$ cat src/rtl/wdog_pkg.sv
// Package: bit positions of the watchdog control register and the
// constants shared by the watchdog modules.
package wdog_pkg;
    localparam int BIT_FLAG   = 7;
    localparam int BIT_IE     = 6;
    localparam int BIT_P3     = 5;
    localparam int BIT_UNLOCK = 4;
    localparam int BIT_RE     = 3;
    localparam int PRESC_W    = 4;
    localparam int PRESC_MAX  = 9;
    localparam int WIN_CYCLES = 4;
    localparam int WIN_W      = $clog2(WIN_CYCLES + 1);
endpackage

$ cat src/rtl/wdog_regs.sv
// Module: control/status register of the watchdog.
// Holds the interrupt flag (write-one-to-clear, also cleared by acknowledge),
// the interrupt enable, the reset enable and the 4-bit period field.
// The reset enable can be cleared, and the period changed, only inside the
// unlock window. A write with the unlock and reset-enable bits both set
// opens that window.
// Assumes: single-cycle write strobe, synchronous active-low reset.
module wdog_regs
    import wdog_pkg::*;
(
    input  logic               clk,
    input  logic               rst_n,
    input  logic               re_init,
    input  logic               we,
    input  logic [7:0]         wdata,
    input  logic               set_flag,
    input  logic               ack,
    output logic [7:0]         rdata,
    output logic               flag,
    output logic               ie,
    output logic               re,
    output logic [PRESC_W-1:0] presc,
    output logic               presc_chg
);
    logic [WIN_W-1:0]   win_cnt;
    logic               win_open;
    logic               open_req;
    logic               accept;
    logic [PRESC_W-1:0] presc_new;

    // Decode the window state and the kind of write being made.
    always_comb begin
        win_open  = (win_cnt != '0);
        open_req  = we && wdata[BIT_UNLOCK] && wdata[BIT_RE] && !win_open;
        accept    = we && win_open;
        presc_new = {wdata[BIT_P3], wdata[2:0]};
        presc_chg = accept && (presc_new != presc);
    end

    // Count down the unlock window; it closes early when a write is taken.
    always_ff @(posedge clk) begin
        if (!rst_n)          win_cnt <= '0;
        else if (open_req)   win_cnt <= WIN_W'(WIN_CYCLES);
        else if (accept)     win_cnt <= '0;
        else if (win_open)   win_cnt <= win_cnt - 1'b1;
    end

    // Reset enable: any write may set it, only a write in the window may clear it.
    always_ff @(posedge clk) begin
        if (!rst_n)                    re <= re_init;
        else if (accept)               re <= wdata[BIT_RE];
        else if (we && wdata[BIT_RE])  re <= 1'b1;
    end

    // Period field: changes only through a write in the window.
    always_ff @(posedge clk) begin
        if (!rst_n)       presc <= '0;
        else if (accept)  presc <= presc_new;
    end

    // Interrupt enable: software writes it freely; an acknowledge in combined mode clears it.
    always_ff @(posedge clk) begin
        if (!rst_n)                        ie <= 1'b0;
        else if (ack && flag && ie && re)  ie <= 1'b0;
        else if (we)                       ie <= wdata[BIT_IE];
    end

    // Interrupt flag: a timeout sets it, and that wins over a clear in the same cycle.
    always_ff @(posedge clk) begin
        if (!rst_n) flag <= 1'b0;
        else        flag <= set_flag || (flag && !(we && wdata[BIT_FLAG]) && !ack);
    end

    // Read-back packing in register bit order.
    always_comb begin
        rdata = {flag, ie, presc[3], win_open, re, presc[2:0]};
    end


    win_bound_chk: assert property (@(posedge clk) disable iff (!rst_n)
        win_cnt <= WIN_W'(WIN_CYCLES));


    re_locked_chk: assert property (@(posedge clk) disable iff (!rst_n)
        (win_cnt == '0) |=> !$fell(re));


    presc_locked_chk: assert property (@(posedge clk) disable iff (!rst_n)
        (win_cnt == '0) |=> $stable(presc));
endmodule

$ cat src/rtl/wdog_counter.sv
// Module: timeout counter of the watchdog.
// Counts oscillator ticks while running. It raises a one-cycle timeout on the
// tick that completes 2^(BASE_LOG2+N) ticks, where N is the period field
// limited to PRESC_MAX. Clear and stop both hold the count at zero.
// Assumes: osc_tick is already synchronous to clk; BASE_LOG2 >= 1.
module wdog_counter
    import wdog_pkg::*;
#(
    parameter int BASE_LOG2 = 11
) (
    input  logic               clk,
    input  logic               rst_n,
    input  logic               tick,
    input  logic               run,
    input  logic               clr,
    input  logic [PRESC_W-1:0] presc,
    output logic               tmo
);
    localparam int CW = BASE_LOG2 + PRESC_MAX + 1;
    localparam logic [CW-1:0] CNT_ONE = CW'(1);

    logic [CW-1:0]      cnt;
    logic [CW-1:0]      lim_m1;
    logic [PRESC_W-1:0] nsel;

    // Limit the period field to the longest period and derive the terminal count.
    always_comb begin
        nsel   = (presc > PRESC_W'(PRESC_MAX)) ? PRESC_W'(PRESC_MAX) : presc;
        lim_m1 = (CNT_ONE << (BASE_LOG2 + int'(nsel))) - CNT_ONE;
        tmo    = run && tick && !clr && (cnt == lim_m1);
    end

    // Advance on ticks, wrap at the terminal count, hold zero when stopped or cleared.
    always_ff @(posedge clk) begin
        if (!rst_n || !run || clr) cnt <= '0;
        else if (tick)             cnt <= tmo ? '0 : cnt + CNT_ONE;
    end


    cnt_range_chk: assert property (@(posedge clk) disable iff (!rst_n)
        cnt <= lim_m1);


    stopped_zero_chk: assert property (@(posedge clk) disable iff (!rst_n)
        !run |=> (cnt == '0));


    clear_zero_chk: assert property (@(posedge clk) disable iff (!rst_n)
        clr |=> (cnt == '0));
endmodule

$ cat src/rtl/wdog_timer.sv
// Module: watchdog top level. Joins the register and the counter and decides
// what a timeout does. With the interrupt enable set it raises the flag.
// With only the reset enable set it sends a one-cycle reset request.
// Assumes: the system reset caused by sys_rst_req is applied from outside.
module wdog_timer
    import wdog_pkg::*;
#(
    parameter int BASE_LOG2 = 11
) (
    input  logic       clk,
    input  logic       rst_n,
    input  logic       osc_tick,
    input  logic       wd_kick,
    input  logic       gie,
    input  logic       irq_ack,
    input  logic       rst_en_default,
    input  logic       reg_we,
    input  logic [7:0] reg_wdata,
    output logic [7:0] reg_rdata,
    output logic       irq,
    output logic       sys_rst_req
);
    logic               flag;
    logic               ie;
    logic               re;
    logic [PRESC_W-1:0] presc;
    logic               presc_chg;
    logic               tmo;
    logic               set_flag;
    logic               rst_fire;

    // Decide what a timeout does in the current mode.
    always_comb begin
        set_flag = tmo && ie;
        rst_fire = tmo && !ie && re;
        irq      = flag && ie && gie;
    end

    wdog_regs u_regs (
        .clk       (clk),
        .rst_n     (rst_n),
        .re_init   (rst_en_default),
        .we        (reg_we),
        .wdata     (reg_wdata),
        .set_flag  (set_flag),
        .ack       (irq_ack),
        .rdata     (reg_rdata),
        .flag      (flag),
        .ie        (ie),
        .re        (re),
        .presc     (presc),
        .presc_chg (presc_chg)
    );

    wdog_counter #(.BASE_LOG2(BASE_LOG2)) u_cnt (
        .clk   (clk),
        .rst_n (rst_n),
        .tick  (osc_tick),
        .run   (ie || re),
        .clr   (wd_kick || presc_chg),
        .presc (presc),
        .tmo   (tmo)
    );

    // Register the reset request so that it is a clean one-cycle pulse.
    always_ff @(posedge clk) begin
        if (!rst_n) sys_rst_req <= 1'b0;
        else        sys_rst_req <= rst_fire;
    end


    flag_cause_chk: assert property (@(posedge clk) disable iff (!rst_n)
        $rose(flag) |-> $past(tmo && ie));


    rst_cause_chk: assert property (@(posedge clk) disable iff (!rst_n)
        sys_rst_req |-> $past(tmo && !ie && re));


    rst_pulse_chk: assert property (@(posedge clk) disable iff (!rst_n)
        sys_rst_req |=> !sys_rst_req);


    stopped_quiet_chk: assert property (@(posedge clk) disable iff (!rst_n)
        (!ie && !re) |=> !sys_rst_req && !$rose(flag));
endmodule

$ cat config.mk
export PLATFORM = sky130hd
export DESIGN_NAME = wdog_timer
export DESIGN_NICKNAME = d
export VERILOG_FILES = /design/src/rtl/wdog_pkg.sv /design/src/rtl/wdog_regs.sv /design/src/rtl/wdog_counter.sv /design/src/rtl/wdog_timer.sv
export SDC_FILE = /design/constraint.sdc
export NUM_CORES = 1
export LEC_CHECK = 0
export ABC_AREA = 1
export CAP_MARGIN = 20
export CORE_MARGIN = 4
export CORE_UTILIZATION = 61
export DETAILED_ROUTE_END_ITERATION = 16
export PLACE_DENSITY = 0.91
export RECOVER_POWER = 25
export SLEW_MARGIN = 20
export SYNTH_ARGS = -nofsm -noshare
export SYNTH_HDL_FRONTEND = slang
export SYNTH_SLANG_ARGS = --single-unit
$ cat constraint.sdc
create_clock -name clk -period 4.8 [get_ports clk]
set_input_delay 0.72 -clock clk [delete_from_list [all_inputs] [get_ports clk]]
set_output_delay 0.72 -clock clk [all_outputs]
set_load 0.01 [all_outputs]
## Word-level counts from Yosys, hierarchy flattened

Index checks and enable logic that the tools add are counted.

| storage, ports and cells | value |
|---|---|
| word-level logic and storage cells | 62 |
| register bits | 32 |

| cells by class | value |
|---|---|
| eq/ne operators | 3 |
| bitwise operators | 1 |
| shift operators | 1 |
| $add $sub $neg | 4 |
| reduce and logical (&&, ||, !) cells | 36 |
| muxes and demuxes | 8 |
| order comparisons | 1 |

Operators by type and width:

| operator | number |
|---|---|
| $shl A1 B32 Y21 const A | 1 |
| $add A21 B1 Y21 const B | 1 |
| $eq A21 B21 Y1 | 1 |
| $mux W21 | 1 |
| $sub A21 B1 Y21 const B | 1 |
| $logic_and A1 B1 Y1 | 20 |
| $mux W3 | 3 |
| $logic_not A1 Y1 | 7 |
| $reduce_bool A3 Y1 | 2 |
| $add A4 B4 Y5 const A | 1 |
| $logic_or A1 B1 Y1 | 5 |
| $gt A4 B4 Y1 const B | 1 |
| $mux W4 | 1 |
| $ne A4 B4 Y1 | 1 |
| $mux W1 | 3 |
| $ne A3 B1 Y1 const B | 1 |
| $reduce_or A3 Y1 | 1 |
| $sub A3 B1 Y3 const B | 1 |
| $reduce_or A2 Y1 | 1 |
| $not A1 Y1 | 1 |

## Longest topological paths before layout

| logic depth | value |
|---|---|
| word-level depth | 9 |
| mapped depth | 15 |
| depth with buffers taken out | 13 |

## Modules after synthesis

Synthesis repeated with hierarchy kept, for this count alone.

| second synthesis, totals | value |
|---|---|
| cell total of the unflattened synthesis | 365 |
| area, all modules | 2332.2 µm² |

Modules (own cells, without submodules):

| module | times used | cells an instance | sequential area each (µm²) | area each (µm²) |
|---|---|---|---|---|
| wdog_counter | 1 | 261 | 420.4 | 1636.6 |
| wdog_regs | 1 | 92 | 210.2 | 629.4 |
| wdog_timer | 1 | 12 | 20.0 | 66.3 |

## Worst setup path after synthesis

No wires, ideal clock.

| path | value |
|---|---|
| path type | input port to flip-flop |
| start point | input port osc_tick |
| end point | register u_cnt.cnt[12] |
| data required time | 4676 ps |
| stages | 12 |
| setup slack | 3020 ps |
| buffers on the path | 1 |
| arrival time | 1657 ps |
| path through | nand2_1 nor2_1 nand2_1 nor2_1 nand2_1 nor2_1 nand2_1 nor2_2 nand2_2 nand2_4 buf_12 nor2_4 |

| between the ends | value |
|---|---|
| longest elaborated chain between the ends | 4 |

Ends and longest elaborated chain:

| element | RTL line | source |
|---|---|---|
| start: declaration | wdog_timer.sv:12 | `input logic osc_tick,` |
| $logic_and A1 B1 Y1 (3 in series) | wdog_counter.sv:30 | `tmo = run && tick && !clr && (cnt == lim_m1);` |
| $mux W21 | wdog_counter.sv:36 | `else if (tick) cnt <= tmo ? '0 : cnt + CNT_ONE;` |
| end signal: assignment | wdog_counter.sv:36 |  |
| end: declaration | wdog_counter.sv:22 | `logic [CW-1:0] cnt;` |

Several ways; a longest one is shown, not always the timed one.
A chain may end at the register's enable or synchronous reset.

## Final worst setup path

| path | value |
|---|---|
| start point | register u_regs.win_cnt[0] |
| end point | output port reg_rdata[4] |

| between the ends | value |
|---|---|
| longest elaborated chain between the ends | 1 |

Ends and longest elaborated chain:

| element | RTL line | source |
|---|---|---|
| start: declaration | wdog_regs.sv:25 | `logic [WIN_W-1:0] win_cnt;` |
| start signal: assignment | wdog_regs.sv:43 | `else if (open_req) win_cnt <= WIN_W'(WIN_CYCLES);` |
| start signal: assignment | wdog_regs.sv:45 | `else if (win_open) win_cnt <= win_cnt - 1'b1;` |
| $reduce_bool A3 Y1 | wdog_regs.sv:33 | `win_open = (win_cnt != '0);` |
| end: declaration | wdog_timer.sv:19 | `output logic [7:0] reg_rdata,` |

No other way between the ends.

==> flow_metrics.py <==
metrics = {
    "clock_tree": {
        "cts-buffers-inserted": 5,
        "root_buffer": "clkbuf_8",
        "cts-htree-levels": 2,
        "cts_resized": 0,
        "tritoncts": "done",
        "clk_pin_slew_worst_paths_ns": 0.06,
        "cts_hold_buf": 0,
        "cts_sinks": 32,
        "cts_setup_buffers": 0,
        "cts_buffer_depth": 2,
        "insertion_delay_ns": 0.29,
    },
    "sta": {
        "period_needed_ns": 2.63,
        "max_slew.worst_pin.slew_ns": 0.489,
        "fin_crit_sh_pct": 54.8,
        "rsz0062_at_grt": "false",
        "drv_slew": 0,
        "max_freq_ghz": 0.380,
        "setup_tns_ns": 0,
        "setup_violations": 0,
        "finalHoldViolCount": 0,
        "relSlewSlack_pct": 67.1,
        "fin_skew_ns": 0.00654,
    },
    "power": {
        "p_switching_mw": 0.391,
        "pwr-share-clk_pct": 28.3,
        "p_per_area_mw_per_mm2": 372,
        "pwr-share-comb_pct": 39.2,
        "ir_drop_mv": 0.208,
        "p_int_mw": 0.624,
        "p_leak_nw": 1.21,
        "seqPwrFrac_pct": 32.5,
        "sw_frac_of_total_pct": 38.5,
    },
    "floorplan": {
        "row_count": 22,
        "die_area_mm2": 0.00494,
        "start_util_pct": 63.7,
        "die_y_um": 70.3,
        "core-area_mm2": 0.00372,
        "io_pins": 26,
        "fp.dieW_um": 70.3,
    },
    "place": {
        "io_buffers": 25,
        "dp.cells": 444,
        "routabilityCongestion": 0.989,
        "dp_hpwl_um": 4450,
    },
    "final_layout": {
        "drive_gt1_share_pct": 7.92,
        "multi_input_area_mm2": 0.00141,
        "final-seq-area_um2": 651,
        "area_growth_pct": 15.3,
        "final_common_cell": "nand2_1",
        "layout_common_cells": "102 x nand2_1, 58 x inv_1, 49 x nor2_1, 38 x nand3_1, 31 x dfxtp_1",
        "nNetsFinal": 423,
        "final_cells": 452,
        "fillers": 296,
        "antenna_cells": 0,
    },
    "routing": {
        "ant_nets": 0,
        "drt-vias-per-instance": 5.55,
        "drt_first_pass_iters": 5,
        "drc": 0,
        "num_vias": 2510,
        "wl_um": 5980,
        "drt_iter0_drc": 228,
        "wl_per_cell_um": 13.2,
    },
    "grt": {
        "grt_pass1_wl_um": 9980,
        "grt_max_degree": 16,
        "grt_usage_pct": 24.6,
        "grt-ovfl-total": 0,
        "antenna_found_initial": 0,
        "grt_pass1_vias": 2263,
    },
    "logic_synthesis": {
        "ys_ff_latch": 32,
        "ys_types": 36,
        "ys_seq_area_share_pct": 27.5,
        "synth_cells": 379,
        "synth_area_leader_cell": "dfxtp_1",
        "synth_top_area_share_pct": 26.2,
        "synth_area_mm2": 0.00237,
        "ys_warn_count": 0,
        "yosys-top-cells-area": "dfxtp_1 26%, nand2_1 16%, inv_1 9.2%",
        "avgSynthCellArea_um2": 6.24,
    },
    "critical_path": {
        "critical_path_buf_inv_count": 4,
        "r2r_end": "u_cnt.cnt[16]",
        "setup.worst_path.end": "reg_rdata[4]",
        "cp_slowest_cell": "clkdlybuf4s50_1",
        "crit_fanout": 6,
        "required_ns": 4.08,
        "arrival_ns": 1.91,
        "crit_top_cell": "inv_1",
        "worstSetupPathType": "flop to output port",
        "rr_worst_depth": 11,
        "cp-startpoint": "u_regs.win_cnt[0]",
        "crit_chain": "inv_1 > ha_1 > inv_1 > nor2_1 > inv_1 > clkdlybuf4s50_1",
        "slowest_delay_ns": 0.51,
        "crit_cells": 6,
        "ff2ff_setup_slack_ns": 2.61,
        "critical_path.top_delay_family": "buffers and inverters",
        "timing.rr.start": "u_regs.win_cnt[0]",
        "worstSetupEndpointType": "output port",
        "startpoint_type": "flop",
    },
    "flow_run": {
        "drv_cap": 0,
    },
    "min_path": {
        "worstHoldPathType": "flop to flop",
    },
    "status": {
        "status": "complete, no violations",
    },
}
==> stage by stage <==
stage / setup WS (ns) / power [mW] / utilization, % / cell area (um2) / hold WS [ns]
after floorplan: 3.02 / 0.626 / - / 2370 / 0.438
after global placement: 2.22 / 0.703 / 70.0 / 2600 / 0.451
after detailed placement: 2.13 / 0.719 / 70.0 / 2600 / 0.458
after CTS: 2.19 / 1.01 / 73.4 / 2730 / 0.466
after global routing: 2.11 / 1.07 / 73.4 / 2730 / 0.488
final: 2.17 / 1.02 / 73.4 / 2730 / 0.465
==> cell families (layout without fill, tap and decap cells) <==
family	Yosys count	count (layout)	share of synthesized area [%]
xor gates and xnor gates	14	14	5.18
other	1	2	0.158
adders and majority gates	4	4	2.12
AOI/OAI and AO/OA	29	29	6.66
buffers and inverters	70	94	13.0
and+or+nand+nor	229	229	45.4
DFF	32	32	27.5
==> state kept, by name (all words and copies together) (netlist names) <==
name	count
u_regs.presc	4
u_regs.ie	1
u_regs.flag	1
u_cnt.cnt	21
sys_rst_req	1
u_regs.re	1
u_regs.win_cnt	3
==> worst reg2reg max path: cells and delay by family, from the launching register on <==
family / cells / cell delay [ns]
simple gates: 8 / 1.44
buf+inv: 2 / 0.15
flops: 1 / 0.31
fa+ha+maj: 1 / 0.17
==> power groups by stage <==
stage	clock network, mW	logic (mW)	registers (mW)
after global placement	0	0.371	0.332
after detailed placement	0	0.387	0.332
after floorplan	0	0.309	0.317
final	0.288	0.398	0.330
after global routing	0.300	0.439	0.333
after CTS	0.289	0.392	0.328
==> metal layers <==
metal / track usage (%) / routed length, um / vias to the layer above
met5: 0 / 0 / -
li1: - / - / 1224
met2: 41.5 / 2950 / 132
met3: 5.04 / 478 / 14
met4: 6.81 / 99 / 0
met1: 31.6 / 2460 / 1140
==> synth_stat cells <==
cell      number
nor2_1        49
o21bai_1       1
o211ai_1       1
inv_2          3
xnor2_1        4
and2_1         1
a21oi_1       12
or2_2          1
xor2_1        10
o22ai_1        1
o21ai_0       11
o21ai_1        2
ha_1           4
nand2_4        1
clkbuf_2       1
nor4_2         1
nor2b_1        1
inv_1         58
buf_12         1
buf_6          1
edfxtp_1       1
dfxtp_1       31
buf_4          5
nor2_2         3
conb_1         1
nand4_1        7
and3_1         1
o221a_2        1
nand3_1       38
nor2_4        11
nor3_1         9
nand3b_1       1
nor3_4         1
nand2_2        2
nand2_1      102
buf_2          1
==> how the worst min path moves through the flow <==
stage | endpoint | cells after the start | startpoint
6_report | u_regs.win_cnt[1] | 2 | u_regs.win_cnt[1]
3_3_place_gp | u_regs.win_cnt[1] | 2 | u_regs.win_cnt[1]
2_1_floorplan | u_regs.win_cnt[1] | 2 | u_regs.win_cnt[1]
3_5_place_dp | u_regs.win_cnt[1] | 2 | u_regs.win_cnt[1]
4_1_cts | u_regs.win_cnt[1] | 2 | u_regs.win_cnt[1]
5_1_grt | u_regs.win_cnt[1] | 2 | u_regs.win_cnt[1]
==> cell type report <==
cell class                 instances  share of cell area, %
clock inverter                     1                   1.10
multi-input combinational        278                   51.7
clock buffer                       7                   3.53
tap                               48                   2.20
sequential                        32                   23.9
timing repair buffer              25                   9.17
inverter                          61                   8.39
No activity file was read; power rests on OpenSTA's default activity.
